--- src/rtl/aem_pkg.sv ---
package aem_pkg;
    typedef enum logic [2:0] {
        CFG_E_RD   = 3'd0,
        CFG_E_WR   = 3'd1,
        CFG_E_STAT = 3'd2,
        CFG_WIN    = 3'd3,
        CFG_FREQ   = 3'd4
    } cfg_addr_e;
endpackage

--- src/rtl/aem_sat_acc.sv ---
module aem_sat_acc #(
    parameter int W     = 12,
    parameter int INC_W = 1
) (
    input  logic             clk,
    input  logic             rst_n,
    input  logic             clr,
    input  logic             add_en,
    input  logic [INC_W-1:0] inc,
    input  logic             take,
    output logic [W-1:0]     sum_next
);
    logic [W-1:0] acc_d, acc_q;
    logic [W:0]   wide;

    always_comb begin
        wide     = {1'b0, acc_q} + (W+1)'(inc);
        sum_next = add_en ? (wide[W] ? {W{1'b1}} : wide[W-1:0]) : acc_q;
        if (clr || take) acc_d = '0;
        else             acc_d = sum_next;
    end

    always_ff @(posedge clk or negedge rst_n) begin
        if (!rst_n) acc_q <= '0;
        else        acc_q <= acc_d;
    end

    // between clears the accumulated value never drops (no wrap)
    a_r8_no_wrap: assert property (@(posedge clk) disable iff (!rst_n)
        (!clr && !take) |=> (acc_q >= $past(acc_q)));
endmodule

--- src/rtl/aem_seq_div.sv ---
module aem_seq_div #(
    parameter int DW = 56,
    parameter int NW = 16
) (
    input  logic          clk,
    input  logic          rst_n,
    input  logic          abort,
    input  logic          start,
    input  logic [DW-1:0] dividend,
    input  logic [NW-1:0] divisor,
    output logic          busy,
    output logic          done,
    output logic [DW-1:0] quotient
);
    localparam int CW = $clog2(DW);

    typedef struct packed {
        logic          busy;
        logic          done;
        logic [CW-1:0] cnt;
        logic [NW-1:0] dvs;
        logic [NW-1:0] rem;
        logic [DW-1:0] quo;
    } div_t;

    div_t    s_d, s_q;
    logic [NW:0] trial;
    logic [NW:0] diff;

    always_comb begin
        s_d      = s_q;
        s_d.done = 1'b0;
        trial    = {s_q.rem, s_q.quo[DW-1]};
        diff     = trial - {1'b0, s_q.dvs};
        if (abort) begin
            s_d.busy = 1'b0;
        end else if (start && !s_q.busy) begin
            s_d.busy = 1'b1;
            s_d.cnt  = '0;
            s_d.dvs  = divisor;
            s_d.rem  = '0;
            s_d.quo  = dividend;
        end else if (s_q.busy) begin
            if (trial >= {1'b0, s_q.dvs}) begin
                s_d.rem = diff[NW-1:0];
                s_d.quo = {s_q.quo[DW-2:0], 1'b1};
            end else begin
                s_d.rem = trial[NW-1:0];
                s_d.quo = {s_q.quo[DW-2:0], 1'b0};
            end
            s_d.cnt = s_q.cnt + 1'b1;
            if (s_q.cnt == CW'(DW-1)) begin
                s_d.busy = 1'b0;
                s_d.done = 1'b1;
            end
        end
    end

    always_ff @(posedge clk or negedge rst_n) begin
        if (!rst_n) s_q <= '0;
        else        s_q <= s_d;
    end

    assign busy     = s_q.busy;
    assign done     = s_q.done;
    assign quotient = s_q.quo;

    // a finished division is never still running
    a_r7_done_idle: assert property (@(posedge clk) disable iff (!rst_n)
        s_q.done |-> !s_q.busy);
    // the caller never restarts a division in flight
    a_r7_no_restart: assert property (@(posedge clk) disable iff (!rst_n)
        (start && !abort) |-> !s_q.busy);
endmodule

--- src/rtl/act_energy_mon.sv ---
module act_energy_mon
    import aem_pkg::*;
#(
    parameter int CNT_W      = 12,
    parameter int COEF_W     = 16,
    parameter int ENERGY_W   = 40,
    parameter bit LOGIC_UNIT = 1'b0
) (
    input  logic                       clk,
    input  logic                       rst_n,
    input  logic                       clr,
    input  logic                       en,
    input  logic                       rd_evt,
    input  logic                       wr_evt,
    input  logic                       cfg_we,
    input  logic [2:0]                 cfg_addr,
    input  logic [COEF_W-1:0]          cfg_wdata,
    output logic                       busy,
    output logic                       res_valid,
    output logic [ENERGY_W-1:0]        dyn_energy,
    output logic [ENERGY_W-1:0]        stat_energy,
    output logic [ENERGY_W+COEF_W-1:0] avg_power
);
    localparam int PROD_W = ENERGY_W + COEF_W;
    localparam int DYN_W  = CNT_W + COEF_W + 1;

    typedef struct packed {
        logic [COEF_W-1:0]   c_rd;
        logic [COEF_W-1:0]   c_wr;
        logic [COEF_W-1:0]   c_st;
        logic [COEF_W-1:0]   c_win;
        logic [COEF_W-1:0]   c_frq;
        logic [COEF_W-1:0]   win;
        logic [ENERGY_W-1:0] p_dyn;
        logic [ENERGY_W-1:0] p_stat;
        logic [ENERGY_W-1:0] o_dyn;
        logic [ENERGY_W-1:0] o_stat;
        logic [PROD_W-1:0]   o_pow;
        logic                o_vld;
    } mon_t;

    mon_t s_d, s_q;

    logic [CNT_W-1:0]    rd_tot, wr_tot;
    logic [ENERGY_W-1:0] st_tot;
    logic [COEF_W-1:0]   n_eff;
    logic                close, start;
    logic                div_busy, div_done;
    logic [PROD_W-1:0]   div_q, dividend;
    logic [DYN_W-1:0]    dyn_full;
    logic [ENERGY_W:0]   tot_w;
    logic [ENERGY_W-1:0] tot;

    assign n_eff = (s_q.c_win == '0) ? COEF_W'(1) : s_q.c_win;
    assign close = en && !clr && (s_q.win >= n_eff - 1'b1);
    assign start = close && !div_busy;

    aem_sat_acc #(.W(CNT_W), .INC_W(1)) u_rd_cnt (
        .clk(clk), .rst_n(rst_n), .clr(clr), .add_en(en & rd_evt),
        .inc(1'b1), .take(close), .sum_next(rd_tot));

    generate
        if (LOGIC_UNIT) begin : g_logic
            assign wr_tot = '0;
        end else begin : g_store
            aem_sat_acc #(.W(CNT_W), .INC_W(1)) u_wr_cnt (
                .clk(clk), .rst_n(rst_n), .clr(clr), .add_en(en & wr_evt),
                .inc(1'b1), .take(close), .sum_next(wr_tot));
        end
    endgenerate

    aem_sat_acc #(.W(ENERGY_W), .INC_W(COEF_W)) u_st_acc (
        .clk(clk), .rst_n(rst_n), .clr(clr), .add_en(en),
        .inc(s_q.c_st), .take(close), .sum_next(st_tot));

    always_comb begin
        dyn_full = DYN_W'(rd_tot) * DYN_W'(s_q.c_rd)
                 + DYN_W'(wr_tot) * DYN_W'(s_q.c_wr);
        tot_w    = (ENERGY_W+1)'(dyn_full) + {1'b0, st_tot};
        tot      = tot_w[ENERGY_W] ? {ENERGY_W{1'b1}} : tot_w[ENERGY_W-1:0];
        dividend = PROD_W'(tot) * PROD_W'(s_q.c_frq);
    end

    aem_seq_div #(.DW(PROD_W), .NW(COEF_W)) u_div (
        .clk(clk), .rst_n(rst_n), .abort(clr), .start(start),
        .dividend(dividend), .divisor(n_eff),
        .busy(div_busy), .done(div_done), .quotient(div_q));

    always_comb begin
        s_d       = s_q;
        s_d.o_vld = 1'b0;
        if (cfg_we && !en) begin
            case (cfg_addr_e'(cfg_addr))
                CFG_E_RD:   s_d.c_rd  = cfg_wdata;
                CFG_E_WR:   s_d.c_wr  = cfg_wdata;
                CFG_E_STAT: s_d.c_st  = cfg_wdata;
                CFG_WIN:    s_d.c_win = cfg_wdata;
                CFG_FREQ:   s_d.c_frq = cfg_wdata;
                default:    ;
            endcase
        end
        if (clr)     s_d.win = '0;
        else if (en) s_d.win = close ? '0 : s_q.win + 1'b1;
        if (start) begin
            s_d.p_dyn  = ENERGY_W'(dyn_full);
            s_d.p_stat = st_tot;
        end
        if (div_done && !clr) begin
            s_d.o_dyn  = s_q.p_dyn;
            s_d.o_stat = s_q.p_stat;
            s_d.o_pow  = div_q;
            s_d.o_vld  = 1'b1;
        end
    end

    always_ff @(posedge clk or negedge rst_n) begin
        if (!rst_n) begin
            s_q       <= '0;
            s_q.c_win <= COEF_W'(1);
            s_q.c_frq <= COEF_W'(1);
        end else begin
            s_q <= s_d;
        end
    end

    assign busy        = div_busy;
    assign res_valid   = s_q.o_vld;
    assign dyn_energy  = s_q.o_dyn;
    assign stat_energy = s_q.o_stat;
    assign avg_power   = s_q.o_pow;

    // the result strobe lasts a single cycle
    a_r6_single_pulse: assert property (@(posedge clk) disable iff (!rst_n)
        res_valid |=> !res_valid);
    // results hold outside the strobe
    a_r6_hold: assert property (@(posedge clk) disable iff (!rst_n)
        !res_valid |-> ($stable(dyn_energy) && $stable(stat_energy) && $stable(avg_power)));
    // coefficients stay put while monitoring
    a_r9_cfg_locked: assert property (@(posedge clk) disable iff (!rst_n)
        en |=> ($stable(s_q.c_rd) && $stable(s_q.c_wr) && $stable(s_q.c_st)
                && $stable(s_q.c_win) && $stable(s_q.c_frq)));
    // clear restarts the window and stops the divider
    a_r10_clr_restart: assert property (@(posedge clk) disable iff (!rst_n)
        clr |=> (s_q.win == '0 && !busy));
endmodule

--- config.mk ---
export PLATFORM = sky130hd
export DESIGN_NAME = act_energy_mon
export DESIGN_NICKNAME = d
export VERILOG_FILES = /design/src/rtl/aem_pkg.sv /design/src/rtl/aem_sat_acc.sv /design/src/rtl/aem_seq_div.sv /design/src/rtl/act_energy_mon.sv
export SDC_FILE = /design/constraint.sdc
export NUM_CORES = 2
export LEC_CHECK = 0
export CORE_ASPECT_RATIO = 0.5
export CORE_MARGIN = 2
export CORE_UTILIZATION = 65
export DETAILED_ROUTE_END_ITERATION = 16
export DONT_BUFFER_PORTS = 1
export MAX_ROUTING_LAYER = met4
export PLACE_DENSITY = 0.79
export SYNTH_ARGS = -nofsm -noshare
export SYNTH_HDL_FRONTEND = slang
export SYNTH_SLANG_ARGS = --single-unit
--- constraint.sdc ---
create_clock -name clk -period 39.7 [get_ports clk]
set_clock_uncertainty 0.1 [all_clocks]
set_input_delay 7.94 -clock clk [delete_from_list [all_inputs] [get_ports clk]]
set_output_delay 7.94 -clock clk [all_outputs]
set_load 0.1 [all_outputs]
==> impl_metrics.py <==
metrics = {
    "yosys": {
        "synth_area_leader_cell": "fa_1",
        "synth_area_leaders": "fa_1, dfrtp_1, nand2_1, inv_1, ha_1",
        "syn-instance-count": 6326,
        "ys_ff_latch": 451,
        "synth.distinct_cells": 80,
        "synth-main-ff-cell": "dfrtp_1",
        "synth_warnings": 0,
        "ys_seq_area_share_pct": 20.3,
        "synth_top_area_share_pct": 31.0,
        "syn_avg_cell_area_um2": 8.81,
        "synth_edf_count": 0,
        "synthArstFlopShare_pct": 100,
        "syn-cell-area_um2": 55700,
    },
    "setup_path": {
        "crit_type": "in2reg",
        "critPathCaptureType": "flop",
        "cp.arrival_ps": 25820,
        "r2r_cells": 58,
        "crit_path_max_fanout": 41,
        "cpPeakStageDelay_ps": 670,
        "cp.required_ps": 40060,
        "r2r-start": "u_rd_cnt.acc_q[2]",
        "r2r-end": "u_div.quotient[53]",
        "path_common_cell": "fa_1",
        "r2r_slack_ps": 20980,
        "cp_slowest_cell": "or3_4",
        "start_kind": "primary input",
        "startpoint": "en",
    },
    "die": {
        "initial_core_util_pct": 66.1,
        "row_count": 75,
        "boundaryPins": 164,
        "core_um2": 84400,
        "die-width_um": 418,
        "die-area_um2": 88300,
        "die_h_um": 211,
    },
    "timing": {
        "setup_tns_ps": 0,
        "setup_viol": 0,
        "fin_crit_sh_pct": 64.1,
        "worst_pin_slew_ps": 1620,
        "max_freq_mhz": 39.3,
        "maxSlewHeadroom_pct": -8.33,
        "period_needed_ps": 25470,
        "rsz0062_at_grt": "false",
        "hold_violations": 0,
        "maxSlewViolCount": 143,
    },
    "route": {
        "drt-total-wl_mm": 153,
        "drt_iter0_markers": 4223,
        "first_pass_iters": 6,
        "drcViolationCount": 0,
        "vias": 42200,
        "postRouteAntennaNets": 0,
        "wl_per_cell_um": 21.3,
        "vias_per_cell": 5.88,
    },
    "status": {
        "status": "complete, but fails checks",
        "failed_checks": "slew limit",
    },
    "cells_and_area": {
        "fin_util_pct": 67.5,
        "nFillCells": 6698,
        "area_delta_synth_final_pct": 2.19,
        "nets": 7226,
        "drive_above_1_share_pct": 4.50,
    },
    "placement": {
        "hpwl_mm": 116,
        "port_buffers": 0,
        "gp_congestion": 0.973,
    },
    "min_path": {
        "whs_endpoint": "stat_energy[6]",
        "min_path_cells": 2,
        "hp-class": "reg2reg",
        "min-delay-start": "s_q[143]",
    },
    "clock_tree": {
        "cts_tree": "built",
        "cts-buffers-inserted": 44,
        "postCtsHoldBufs": 0,
        "clk_latency_ps": 610,
        "cts_setup_buffers": 0,
        "clockBufferDepth": 3,
        "htree_levels": 2,
        "cts.sinks": 451,
        "cts-root-buf": "clkbuf_16",
        "cts_resized": 0,
        "clkTransAtPathRegs_ps": 70,
    },
    "job": {
        "drv_cap": 0,
    },
    "global_route": {
        "track_usage_pct": 36.6,
        "grt_max_degree": 452,
        "grt_pass1_vias": 43800,
        "grt_antenna_before_repair": 9,
        "grt_first_pass_wirelength_mm": 242,
        "overflow": 0,
    },
}
==> Yosys cell counts, types with 93 or more instances <==
library cell and number:
inv_1 1078, buf_4 146, a21oi_1 194, clkbuf_1 226, nand2_1 1396, nor2_1 215, ha_1 323, dfrtp_1 449
and2_1 332, xnor2_1 93, o21ai_0 167, fa_1 864
==> critical path, delay by kind of cell <==
kind            cells  cell delay [ps]
simple gates       21             6390
xor+xnor            1              380
buf+inv             6              310
compound gates     12             3340
fa+ha+maj          16             7380
==> cells in the final DEF, fill, tap and decap left out, types with 13 or more instances in the layout <==
cell type / instances
o22ai_1: 19
xnor2_1: 93
mux2i_1: 20
nor2_1: 215
o21ai_0: 167
o21bai_1: 15
xor2_1: 73
a21o_1: 62
mux2_2: 89
a31oi_1: 24
buf_4: 45
o21a_1: 19
nor2b_1: 37
nand2b_1: 34
a211oi_1: 16
nand4_1: 19
o211ai_1: 17
a21oi_1: 189
inv_1: 1078
nand2_1: 1394
nor4_1: 17
and3_1: 39
o31ai_1: 13
fa_1: 864
clkbuf_16: 44
nand2_4: 19
and2_1: 332
nand3_1: 74
dfrtp_1: 438
ha_1: 323
nor3_1: 44
==> state kept, by name, indices dropped and copies added, names as in the netlist, 29 cells and up <==
name and count:
avg_power 56, s_q 165, u_st_acc.acc_q 40, dyn_energy 29, u_div.quotient 56, stat_energy 40, u_div.s_q 38
==> cells by family (layout without fill, tap and decap cells) <==
logic type / count (synthesis) / after routing / synth area share (%)
AO/OA/AOI/OAI: 628 / 628 / 6.91
other: 1 / 20 / 0.00673
buffers and inverters: 1493 / 1205 / 11.3
AND/OR/NAND/NOR: 2291 / 2291 / 18.5
flip-flops: 451 / 451 / 20.3
adder cells (fa/ha/maj): 1187 / 1187 / 38.3
XOR/XNOR: 166 / 166 / 2.61
multiplexers: 109 / 109 / 2.16
==> layout make-up <==
type	instances	area [um^2]	share of cell area [%]
sequential	451	11300	19.8
multi-input combinational	4392	38300	67.2
antenna	9	22.5	0.0395
timing repair buffer	45	338	0.593
clock inverter	24	373	0.655
inverter	1079	4050	7.11
tap	1116	1400	2.45
clock buffer	57	1200	2.11
==> worst max-delay path by stage <==
stage,to,slack [ps]
floorplan,u_div.quotient[52],15540
global placement,u_div.quotient[53],14390
detailed placement,u_div.quotient[53],13960
CTS,u_div.quotient[53],14540
global route,u_div.quotient[53],13430
finish,u_div.quotient[53],14230
==> metal layers <==
metal | GRT usage (%) | wire, um
met2 | 56.0 | 69400
met1 | 49.4 | 62600
met4 | 10.1 | 4750
met5 | - | 0
met3 | 8.39 | 15900
==> per-stage QoR <==
step,cells,hold WS [ps],cell area (um^2),setup slack [ps]
2_1_floorplan,6336,333,55800,15540
3_3_place_gp,7083,350,55400,14390
3_5_place_dp,7083,359,55400,13960
4_1_cts,7164,371,56900,14540
5_1_grt,7172,387,57000,13430
6_report,7173,368,57000,14230
Power is not shown: default switching activity piles up to over one toggle a cycle in this logic, so the estimate is an artifact.
